### src/rtl/cap_flag_pkg.sv
package cap_flag_pkg;
  localparam int unsigned NFLAG   = 5;
  localparam int unsigned FLG_OVF  = 0;
  localparam int unsigned FLG_CMPA = 1;
  localparam int unsigned FLG_CMPB = 2;
  localparam int unsigned FLG_CMPC = 3;
  localparam int unsigned FLG_CAP  = 4;
endpackage

### src/rtl/cap_sync.sv
module cap_sync #(
  parameter int unsigned STAGES  = 2,
  parameter logic        RST_VAL = 1'b0
) (
  input  logic clk_i,
  input  logic rst_ni,
  input  logic pin_i,
  output logic sync_o
);
  logic [STAGES-1:0] q;

  always_ff @(posedge clk_i or negedge rst_ni) begin
    if (!rst_ni) q <= {STAGES{RST_VAL}};
    else         q <= {q[STAGES-2:0], pin_i};
  end

  assign sync_o = q[STAGES-1];
endmodule

### src/rtl/cap_edge.sv
module cap_edge #(
  parameter logic RST_VAL = 1'b0
) (
  input  logic clk_i,
  input  logic rst_ni,
  input  logic sync_i,
  input  logic rise_sel_i,
  output logic edge_o
);
  logic prev_q;
  logic rise, fall;

  always_ff @(posedge clk_i or negedge rst_ni) begin
    if (!rst_ni) prev_q <= RST_VAL;
    else         prev_q <= sync_i;
  end

  assign rise   = sync_i & ~prev_q;
  assign fall   = ~sync_i & prev_q;
  assign edge_o = rise_sel_i ? rise : fall;
endmodule

### src/rtl/cap_reg.sv
module cap_reg #(
  parameter int unsigned CNT_W = 16
) (
  input  logic             clk_i,
  input  logic             rst_ni,
  input  logic             edge_i,
  input  logic             block_i,
  input  logic [CNT_W-1:0] count_i,
  output logic             evt_o,
  output logic [CNT_W-1:0] cap_val_o
);
  assign evt_o = edge_i & ~block_i;

  always_ff @(posedge clk_i or negedge rst_ni) begin
    if (!rst_ni)    cap_val_o <= '0;
    else if (evt_o) cap_val_o <= count_i;
  end
endmodule

### src/rtl/flag_reg.sv
module flag_reg #(
  parameter int unsigned N = 5
) (
  input  logic         clk_i,
  input  logic         rst_ni,
  input  logic [N-1:0] set_i,
  input  logic [N-1:0] clr_i,
  input  logic [N-1:0] en_i,
  output logic [N-1:0] flags_o,
  output logic [N-1:0] irq_o
);
  for (genvar k = 0; k < N; k++) begin : g_flag
    always_ff @(posedge clk_i or negedge rst_ni) begin
      if (!rst_ni)       flags_o[k] <= 1'b0;
      else if (set_i[k]) flags_o[k] <= 1'b1;  // set beats clear
      else if (clr_i[k]) flags_o[k] <= 1'b0;
    end
    assign irq_o[k] = flags_o[k] & en_i[k];
  end
endmodule

### src/rtl/cap_flag_unit.sv
module cap_flag_unit
  import cap_flag_pkg::*;
#(
  parameter int unsigned CNT_W       = 16,
  parameter int unsigned SYNC_STAGES = 2
) (
  input  logic             clk_i,
  input  logic             rst_ni,
  input  logic [CNT_W-1:0] count_i,
  input  logic             ovf_i,
  input  logic             match_a_i,
  input  logic             match_b_i,
  input  logic             match_c_i,
  input  logic             cap_pin_i,
  input  logic             cap_rise_i,
  input  logic             cap_is_top_i,
  input  logic             clr_we_i,
  input  logic [4:0]       clr_data_i,
  input  logic [4:0]       irq_en_i,
  input  logic [4:0]       irq_ack_i,
  output logic [CNT_W-1:0] cap_val_o,
  output logic [4:0]       flags_o,
  output logic [4:0]       irq_o
);
  logic             pin_sync;
  logic             cap_edge_hit;
  logic             cap_evt;
  logic [NFLAG-1:0] set_vec;
  logic [NFLAG-1:0] clr_vec;

  cap_sync #(.STAGES(SYNC_STAGES), .RST_VAL(1'b0)) i_sync (
    .clk_i (clk_i),
    .rst_ni(rst_ni),
    .pin_i (cap_pin_i),
    .sync_o(pin_sync)
  );

  cap_edge #(.RST_VAL(1'b0)) i_edge (
    .clk_i     (clk_i),
    .rst_ni    (rst_ni),
    .sync_i    (pin_sync),
    .rise_sel_i(cap_rise_i),
    .edge_o    (cap_edge_hit)
  );

  cap_reg #(.CNT_W(CNT_W)) i_cap (
    .clk_i    (clk_i),
    .rst_ni   (rst_ni),
    .edge_i   (cap_edge_hit),
    .block_i  (cap_is_top_i),
    .count_i  (count_i),
    .evt_o    (cap_evt),
    .cap_val_o(cap_val_o)
  );

  always_comb begin
    set_vec           = '0;
    set_vec[FLG_OVF]  = ovf_i;
    set_vec[FLG_CMPA] = match_a_i;
    set_vec[FLG_CMPB] = match_b_i;
    set_vec[FLG_CMPC] = match_c_i;
    set_vec[FLG_CAP]  = cap_evt;
  end

  assign clr_vec = ({NFLAG{clr_we_i}} & clr_data_i) | irq_ack_i;

  flag_reg #(.N(NFLAG)) i_flags (
    .clk_i  (clk_i),
    .rst_ni (rst_ni),
    .set_i  (set_vec),
    .clr_i  (clr_vec),
    .en_i   (irq_en_i),
    .flags_o(flags_o),
    .irq_o  (irq_o)
  );
endmodule

### config.mk
export PLATFORM = sky130hd
export DESIGN_NAME = cap_flag_unit
export DESIGN_NICKNAME = d
export VERILOG_FILES = /design/src/rtl/cap_flag_pkg.sv /design/src/rtl/cap_sync.sv /design/src/rtl/cap_edge.sv /design/src/rtl/cap_reg.sv /design/src/rtl/flag_reg.sv /design/src/rtl/cap_flag_unit.sv
export SDC_FILE = /design/constraint.sdc
export NUM_CORES = 1
export LEC_CHECK = 0
export ABC_AREA = 1
export BUFFER_PORTS_ARGS = -buffer_cell sky130_fd_sc_hd__buf_2
export CAP_MARGIN = 20
export CORE_MARGIN = 8
export CORE_UTILIZATION = 40
export DETAILED_ROUTE_END_ITERATION = 12
export MAX_ROUTING_LAYER = met4
export PLACE_DENSITY = 0.74
export SLEW_MARGIN = 0
export SYNTH_ARGS = -nofsm -noshare
export SYNTH_HDL_FRONTEND = slang
export SYNTH_SLANG_ARGS = --single-unit
### constraint.sdc
create_clock -name clk_i -period 1.9 [get_ports clk_i]
set_input_delay 0.285 -clock clk_i [delete_from_list [all_inputs] [get_ports clk_i]]
set_output_delay 0.285 -clock clk_i [all_outputs]
set_load 0.1 [all_outputs]
Word-level counts from Yosys, hierarchy flattened
Cells that the tools add are included.
Widths: inputs -> output; s select.
{ "classes": {"mul": 0, "div_mod_pow": 0, "muxes": 11, "magnitude_cmp": 0, "eq_ne": 0, "n_reduce_logical": 5, "bitwise_logic": 13, "shifts": 0, "addsub": 0} }
{ "ops": {"columns": ["op", "count"], "rows": [
  ["$mux 1", 11],
  ["$reduce_bool 2->1", 5],
  ["$and 1x1->1", 8],
  ["$and 5x5->5", 1],
  ["$or 5x5->5", 1],
  ["$not 1->1", 3]
]} }
{ "totals": {"ff_bits": 24, "ramBits": 0, "in_bits": 41, "elab_cells": 37, "n_memories": 0, "output_inout_bits": 26, "rom_bits": 0, "latch_bits": 0} }

Longest topological paths before layout
{ "logic_depth": {"ltp_word": 5, "ltp_mapped": 7, "depth_no_buf": 6} }

Modules after synthesis
A second synthesis with hierarchy kept.
{ "hier_totals": {"hier_cells": 130, "hier_area_um2": 1068.5} }
{ "modules_own_cells": {"columns": ["module", "n_inst", "area_each_um2", "cells_per_inst"], "rows": [
  ["cap_reg", 1, 674.4, 71],
  ["flag_reg", 1, 237.7, 35],
  ["cap_flag_unit", 1, 56.3, 15],
  ["cap_edge", 1, 50.0, 7],
  ["cap_sync", 1, 50.0, 2]
]} }

Least setup slack after synthesis
OpenSTA, ideal clock, no wires.
{ "synth_timing": {"path_kind": "register to output", "start": "reg i_flags.flags_o[4]", "end": "out irq_o[4]", "t_arrival_ns": 1.645, "path_stages_with_launch": 3, "slack_ns": -0.030, "t_required_ns": 1.615, "path_cell_list": "dfrtp_1 -> nand2_1 -> inv_1"} }
{ "synth_between": {"elab_chain_cells": 1} }
{ "synth_rtl": {"columns": ["element", "line_no", "text"], "rows": [
  ["start: declaration", "flag_reg.sv:9", "output logic [N-1:0] flags_o,"],
  ["start signal: indexed assignment", "flag_reg.sv:14", "if (!rst_ni) flags_o[k] <= 1'b0;"],
  ["start signal: indexed assignment", "flag_reg.sv:15", "else if (set_i[k]) flags_o[k] <= 1'b1;"],
  ["start signal: indexed assignment", "flag_reg.sv:16", "else if (clr_i[k]) flags_o[k] <= 1'b0;"],
  ["$and 1x1->1", "flag_reg.sv:18", "assign irq_o[k] = flags_o[k] & en_i[k];"],
  ["end: declaration", "cap_flag_unit.sv:23", "output logic [4:0] irq_o"]
]} }
No other way between the ends.

Final worst setup path
Ends and elaborated chain as after synthesis.

==> run_results.csv <==
group,metric,value,unit
setup_path,regToRegSetupSlack,0.71,ns
timing,drv_slew,0,
clock_network,cts_buffers,3,
logic_synthesis,synth_area,991,um2
floorplanning,start_util,0.411,
logic_synthesis,ys_warn_count,0,
timing,setup_viol,0,
logic_synthesis,synth_cells,104,
logic_synthesis,ys_top_cells_by_area,"dfrtp_1 (61%), nand2_1 (14%), nand3_1 (8.1%), a21o_1 (3.0%), inv_1 (3.0%)",
timing,worstMarginPinSlew,0.513,ns
logic_synthesis,synth_cell_types,14,
logic_synthesis,yosys_register_bits,24,
logic_synthesis,syn_nets,145,
clock_network,clockBufferDepth,2,
timing,rsz0062_at_grt,"false",
flow_run,max_cap_viol_count,0,
setup_path,required,1.62,ns
timing,period_share,0.794,
run_status,status,"finished clean",
floorplanning,die_h,65.8,um
power_and_ir_drop,p_leak,0.849,nW
power_and_ir_drop,p_total,1.74,mW
floorplanning,fp-row-count,18,
placed_design,dp.final_hpwl,2180,um
grt,grt_first_pass_wirelength,4310,um
routing,drc,0,
timing,fin_crit,1.51,ns
placed_design,place_congestion,0.724,
logic_synthesis,ys_async_sr_fraction,1.00,
finish,areaGrowthSynthToFinish,39.6,%
timing,hold_viol,0,
clock_network,clkTransAtPathRegs,0.13,ns
routing,drt_first_pass_iters,4,
logic_synthesis,syn_area_per_cell,9.53,um2
grt,grt_pass1_vias,1012,
routing,routed_wl,2640,um
power_and_ir_drop,power_density,1260,nW/um2
routing,drt_iter0_markers,24,
setup_path,cp.arrival,1.22,ns
clock_network,clock_latency,0.31,ns
placed_design,port-buffer-count,66,
timing,max_freq,663,MHz
logic_synthesis,synth_commonest_cells,"nand2_1 (38), dfrtp_1 (24), nand3_1 (16)",
logic_synthesis,synth_area_leader_cell,"dfrtp_1",
timing,setup_slack,0.392,ns
logic_synthesis,seq_area_frac_synth,0.606,
routing,viasPerCell,4.66,
timing,fin_tns_setup,0,ns
placed_design,pre_cts_ws,0.699,ns
clock_network,htreeDepth,1,
worst_hold_path,min_path_type,"in -> reg",
routing,vias,941,
routing,ant_nets,0,
logic_synthesis,post-synth-top-count-cell,"nand2_1",
timing,slew-limit-headroom,0.658,
setup_path,cp-start-kind,"flip-flop",
grt,grt_remaining_overflow,0,
power_and_ir_drop,ir_drop,0.000674,V
grt,grt_max_degree,25,
clock_network,cts_sinks,24,
logic_synthesis,synth_top_area_frac,0.606,
clock_network,tritoncts,"yes",
floorplanning,fp.dieArea,4330,um2
floorplanning,ios,67,
floorplanning,core,2410,um2
floorplanning,die_x,65.8,um
finish,drive_above_1_share,0.471,
setup_path,criticalPathCategory,"reg -> out",
logic_synthesis,synth-edff-count,0,
clock_network,root_buffer,"clkbuf_4",
grt,grt_usage,0.128,
finish,diodes,0,
logic_synthesis,synth_flop_cell,"dfrtp_1",
timing,finClkSkew,0.00964,ns
finish,fin_nets,214,
grt,antenna_found_initial,0,
routing,post_drt_wl_per_cell,13.0,um
setup_path,crit_fanout,3,
setup_path,cp-end-kind,"output pin",
clock_network,postCtsResizedCells,0,
final timing paths:
path | startpoint | endpoint | depth (start not counted)
setup / recovery | i_flags.flags_o[4] | irq_o[4] | 3
hold / removal | cap_pin_i | i_sync.q[0] | 1
setup reg to reg | i_sync.q[1] | i_cap.cap_val_o[0] | 6
hold reg to reg | i_sync.q[0] | i_sync.q[1] | 0
max in group asynchronous | rst_ni | i_flags.flags_o[2] | 2
min in group asynchronous | rst_ni | i_cap.cap_val_o[9] | 2
routing by layer:
metal  vias to the layer above  part of all wire  global-route usage
li1                        466                 -                   -
met1                       434              0.41               0.134
met2                        39              0.51               0.229
met3                         2             0.073              0.0322
met4                         0            0.0027              0.0409
met5                         -                 0                   -
sequential cells by signal (all words and copies together), names as in the netlist:
signal,flops
i_cap.cap_val_o,16
i_sync.q,2
i_flags.flags_o,5
i_edge.prev_q,1
placed cells by master (no fill, tap or decap):
cell / count
buf_2: 66
nand2_1: 38
dfrtp_1: 19
nand3_1: 16
inv_1: 8
dfrtp_2: 5
a21oi_1: 4
a21o_1: 4
clkbuf_4: 3
nand3_2: 2
nand2_4: 2
inv_2: 1
nand2_2: 1
nand3b_1: 1
clkbuf_8: 1
dlygate4sd3_1: 1
cells by family (layout without fill, tap and decap cells):
kind of cell | Yosys count | after routing | synth area share
compound gates | 8 | 8 | 0.0505
buf+inv | 12 | 80 | 0.0619
flops | 24 | 24 | 0.606
simple gates | 60 | 60 | 0.282
critical path, stage by stage (launching register included):
cell and delay [ns]:
dfrtp_2 0.39, nand2_1 0.05, inv_1 0.05, buf_2 0.42
stage by stage:
step,cell area [um2],hold WS (ns),utilization,std cells
final,1380,0.0794,0.574,202
after CTS,1380,0.0676,0.574,202
after detailed placement,1340,0.288,0.555,197
after global placement,1340,0.286,0.555,197
after floorplan,997,-0.0106,-,104
after global routing,1380,0.0503,0.574,202
report_power, final:
group | total (mW) | leakage, nW | internal (mW) | switching, mW
combinational | 0.846 | 0.540 | 0.123 | 0.723
sequential | 0.633 | 0.287 | 0.588 | 0.0443
clock | 0.262 | 0.0210 | 0.117 | 0.145
total | 1.74 | 0.849 | 0.829 | 0.913
cell type report:
type                            count  area [um2]
Sequential cell                    24         607
Timing Repair Buffer               67         340
Multi-Input combinational cell     68         329
Clock buffer                        4        36.3
Fill cell                         235        1030
Inverter                            9        33.8
Tap cell                           30        37.5
timing repair:
action	CTS	global route
setup endpoints to repair	0	0
hold buffers	1	0
endpoints found under the hold margin	24	0
buffers inserted	0	0
(Power assumes the default switching activity.)
